$ cat config.mk
export PLATFORM = sky130hd
export DESIGN_NAME = bidir_hs_port
export DESIGN_NICKNAME = d
export VERILOG_FILES = /design/src/rtl/bidir_hs_port.sv
export SDC_FILE = /design/constraint.sdc
export NUM_CORES = 1
export LEC_CHECK = 0
export ABC_AREA = 1
export ABC_CLOCK_PERIOD_IN_PS = 1100
export BUFFER_PORTS_ARGS = -buffer_cell sky130_fd_sc_hd__clkbuf_2
export CORE_UTILIZATION = 40
export DETAILED_ROUTE_END_ITERATION = 6
export PLACE_DENSITY = 0.67
export SLEW_MARGIN = 10
export SYNTH_ARGS = -nofsm -noshare
export SYNTH_HDL_FRONTEND = slang
export SYNTH_SLANG_ARGS = --single-unit
$ cat constraint.sdc
create_clock -name clk -period 1.1 [get_ports clk]
set_input_delay 0.22 -clock clk [delete_from_list [all_inputs] [get_ports clk]]
set_output_delay 0.22 -clock clk [all_outputs]
set_load 0.01 [all_outputs]
$ cat src/rtl/bidir_hs_port.sv
module bidir_hs_port #(
  parameter int W    = 8,
  parameter int SYNC = 2
) (
  input  logic         clk,
  input  logic         rst_n,
  input  logic         cpu_wr,
  input  logic         cpu_rd,
  input  logic [W-1:0] cpu_wdata,
  output logic [W-1:0] cpu_rdata,
  input  logic         mode_set,
  input  logic         bsr_valid,
  input  logic [2:0]   bsr_bit,
  input  logic         bsr_val,
  input  logic         per_stb_n,
  input  logic         per_ack_n,
  input  logic [W-1:0] per_bus_in,
  output logic [W-1:0] per_bus_out,
  output logic         per_bus_oe,
  output logic         obf_n,
  output logic         ibf,
  output logic         intr
);

  localparam logic [2:0] OUT_EN_BIT = 3'd6;
  localparam logic [2:0] IN_EN_BIT  = 3'd4;

  logic [SYNC-1:0] stb_sh, ack_sh;
  logic            stb_d, ack_d, wr_d, rd_d;
  logic            inte_o, inte_i, obf_q, ibf_q;
  logic [W-1:0]    out_q, in_q;

  wire stb_s    = stb_sh[SYNC-1];
  wire ack_s    = ack_sh[SYNC-1];
  wire stb_hit  = stb_s & ~stb_d;
  wire ack_rel  = ~ack_s & ack_d;
  wire wr_start = cpu_wr & ~wr_d;
  wire rd_end   = ~cpu_rd & rd_d;

  always_ff @(posedge clk) begin
    if (!rst_n) begin
      stb_sh <= '0;
      ack_sh <= '0;
      stb_d  <= 1'b0;
      ack_d  <= 1'b0;
      wr_d   <= 1'b0;
      rd_d   <= 1'b0;
      inte_o <= 1'b0;
      inte_i <= 1'b0;
      obf_q  <= 1'b0;
      ibf_q  <= 1'b0;
      out_q  <= '0;
      in_q   <= '0;
    end else begin
      stb_sh <= {stb_sh[SYNC-2:0], ~per_stb_n};
      ack_sh <= {ack_sh[SYNC-2:0], ~per_ack_n};
      stb_d  <= stb_s;
      ack_d  <= ack_s;
      wr_d   <= cpu_wr;
      rd_d   <= cpu_rd;
      if (mode_set) begin
        inte_o <= 1'b0;
        inte_i <= 1'b0;
        obf_q  <= 1'b0;
        ibf_q  <= 1'b0;
        out_q  <= '0;
      end else begin
        if (bsr_valid && bsr_bit == OUT_EN_BIT) inte_o <= bsr_val;
        if (bsr_valid && bsr_bit == IN_EN_BIT)  inte_i <= bsr_val;
        if (wr_start) begin
          out_q <= cpu_wdata;
          obf_q <= 1'b1;
        end else if (ack_rel) begin
          obf_q <= 1'b0;
        end
        if (stb_hit) begin
          in_q  <= per_bus_in;
          ibf_q <= 1'b1;
        end else if (rd_end) begin
          ibf_q <= 1'b0;
        end
      end
    end
  end

  assign cpu_rdata   = in_q;
  assign per_bus_out = out_q;
  assign per_bus_oe  = ack_s;
  assign obf_n       = ~obf_q;
  assign ibf         = ibf_q;
  assign intr        = (ibf_q & inte_i & ~stb_s & ~cpu_rd) |
                       (obf_q & inte_o & ~ack_s & ~cpu_wr);

  assert_write_sets_obf_R2: assert property (@(posedge clk) disable iff (!rst_n)
    ($rose(cpu_wr) && !mode_set) |=> !obf_n);

  assert_obf_release_cause_R4: assert property (@(posedge clk) disable iff (!rst_n)
    $rose(obf_n) |-> ($past(mode_set) || $past(ack_d)));

  assert_ibf_clear_cause_R6: assert property (@(posedge clk) disable iff (!rst_n)
    $fell(ibf) |-> ($past(mode_set) || $past(rd_d)));

  assert_no_intr_in_access_R10: assert property (@(posedge clk) disable iff (!rst_n)
    (cpu_rd && cpu_wr) |-> !intr);

  assert_mode_idles_R11: assert property (@(posedge clk) disable iff (!rst_n)
    mode_set |=> (obf_n && !ibf && !intr));

  assert_stb_sets_ibf_R5: assert property (@(posedge clk) disable iff (!rst_n)
    (stb_hit && !mode_set) |=> ibf);

endmodule

==> results.json <==
{
  "nets": 225,
  "n_antenna_cell": 0,
  "synth_seq_cells": 28,
  "holdPathStages": 2,
  "clk_latency_ns": 0.31,
  "outcome": "finished with violations",
  "holdBufCountCts": 0,
  "dr.pass1.iters": 4,
  "worst_pin_slew_ns": 0.266,
  "gp_congestion": 0.715,
  "portBuffers": 47,
  "slew_viol_final": 0,
  "worstHoldPathType": "in2reg",
  "seq_area_sq_um": 567,
  "end_kind": "output port",
  "yosysTopAreaCell": "dfxtp_1",
  "synthMuxAreaShare_pct": 0,
  "grt_max_degree": 17,
  "die_x_um": 54.0,
  "cts_buffer_depth": 2,
  "fp.coreArea_sq_um": 2520,
  "wire_per_inst_um": 9.64,
  "slew-limit-headroom_pct": 82.2,
  "rsz0062_at_grt": "yes",
  "antenna_left": 0,
  "netlist_area_sq_um": 1080,
  "yosysWarnings": 0,
  "grt.total_usage_pct": 15.9,
  "yosys.area_share.adder_pct": 0,
  "multiInputGateArea_sq_um": 387,
  "grt_first_pass_wirelength_um": 3280,
  "cap_violations": 0,
  "cp.required_ns": 0.88,
  "clkSinkCount": 28,
  "avgSynthCellArea_sq_um": 7.51,
  "nFillCells": 261,
  "arrival_ns": 1.07,
  "critPathKind": "reg2out",
  "max_stage_delay_ns": 0.37,
  "synth_seq_area_share_pct": 51.9,
  "p_leak_nw": 0.772,
  "clockRootBuffer": "clkbuf_4",
  "power_density_nw_per_um2": 1220,
  "pin_count": 48,
  "syn_inst": 144,
  "fin_skew_ns": 0.00189,
  "drc": 0,
  "initial_core_util_pct": 42.9,
  "stdcell_area_sq_um": 1390,
  "placed_area_sq_um": 1320,
  "fin_cells": 225,
  "viasPerCell": 4.44,
  "hold_viol_final": 0,
  "synth_compound_area_share_pct": 7.52,
  "yosys-top-cells-count": "nor2_1 (39), dfxtp_1 (28), nand2_1 (27), inv_1 (25), o21ai_1 (7)",
  "dieArea_sq_um": 2910,
  "path_clk_slew_ns": 0.14,
  "post-synth-top-count-cell": "nor2_1",
  "cts_max_level": 1,
  "cp_slowest_cell": "dfxtp_4",
  "ys_async_sr_fraction_pct": 0,
  "synth.distinct_cells": 16,
  "grt_pass1_vias": 836,
  "r2r_cells": 5,
  "dp_hpwl_um": 1580,
  "synth_top_area_share_pct": 51.9,
  "drive_gt1_share_pct": 32.8,
  "cts_buffers": 3,
  "synth_top_family_by_area": "simple AND/OR/NAND/NOR gates",
  "finalSetupViolations": 2,
  "period_share_pct": 118,
  "ys.flop_type": "dfxtp_1",
  "rows": 18,
  "postRouteWirelength_um": 2170,
  "fin_crit_ns": 1.29,
  "synth_fp_nets": 172,
  "crit_fanout": 2,
  "ir_drop_uv": 684,
  "fin_total_pwr_mw": 1.69,
  "grt_antenna_before_repair": 0,
  "fin_hold_ws_ns": 0.0387,
  "area_delta_synth_final_pct": 28.2,
  "drt-initial-drc-count": 14,
  "yosys-top-cells-area": "dfxtp_1 (52%), nor2_1 (14%), nand2_1 (9.4%)",
  "num_vias": 999,
  "die_h_um": 54.0,
  "violations": "setup timing",
  "synthXorXnorAreaFrac_pct": 0,
  "synth-edff-count": 0,
  "fmax_mhz": 774,
  "synth_simple_gate_area_share_pct": 28.0,
  "placed_cells": 219,
  "cts_tree": "built",
  "cp_cell_sequence": "nor2_2, nand3_1, o31ai_1, buf_2",
  "grt-ovfl-total": 0,
  "pre_cts_ws_ns": 0.0863,
  "start_kind": "register",
  "finalWorstSetupSlack_ns": -0.193
}
==> power breakdown <==
part           internal (mW)  total (mW)  switching, mW
Sequential              1.05        1.07         0.0181
Clock                  0.128       0.400          0.272
Combinational         0.0995       0.221          0.122
Total                   1.28        1.69          0.412
==> worst paths after layout <==
path	from	slack, ns	endpoint
hold / removal	per_ack_n	0.04	ack_sh[0]
setup / recovery	stb_sh[1]	-0.19	intr
setup reg to reg	wr_d	0.14	per_bus_out[4]
hold reg to reg	stb_sh[0]	0.42	stb_sh[1]
==> per-layer routing <==
metal | wire length (um) | vias up | global-route usage, %
met5 | 0 | - | 0
met4 | 12 | 0 | 7.69
met3 | 155 | 2 | 3.39
met2 | 1070 | 35 | 29.2
met1 | 932 | 432 | 17.1
li1 | - | 530 | -
==> timing repair <==
item | CTS | global route
pin swaps | 0 | 0
setup buffers | 3 | 0
setup endpoints to repair | 3 | 3
resized for setup | 6 | 4
==> final cells by class <==
class,instances,share of cell area (%)
sequential,28,40.9
multi-input combinational,87,27.9
timing repair buffer,51,19.9
inverter,26,7.04
tap,30,2.71
clock buffer,3,1.62
==> registers in the layout (all words and copies together), names as in the netlist, 2 cells and up <==
name         flops
ack_sh           2
per_bus_out      8
stb_sh           2
cpu_rdata        8
==> worst max-delay path: cells and delay by family (launching register included) <==
family	cells	cell delay, ns
DFF	1	0.37
and+or+nand+nor	2	0.16
AOI/OAI and AO/OA	1	0.07
buffers and inverters	1	0.16
==> cell usage in the layout (no fill, tap or decap), drive strengths merged <==
master and n:
nand3 4, dfxtp 28, o21ai 10, inv 26
clkbuf 48, nand2 28, nor2 40, a21oi 4
o31ai 1, buf 6
==> cells by family after synthesis <==
logic type,after synthesis
buffers and inverters,29
DFF,28
AOI/OAI and AO/OA,15
and+or+nand+nor,72
==> per-stage QoR <==
| step | util (%) | setup TNS (ns) |
|---|---|---|
| 6_report | 55.0 | -0.336 |
| 2_1_floorplan | - | 0 |
| 4_1_cts | 54.6 | -0.421 |
| 3_5_place_dp | 52.4 | 0 |
| 5_1_grt | 55.0 | -0.482 |
| 3_3_place_gp | 52.4 | 0 |
Note: power is estimated with default switching activity, not from simulation.
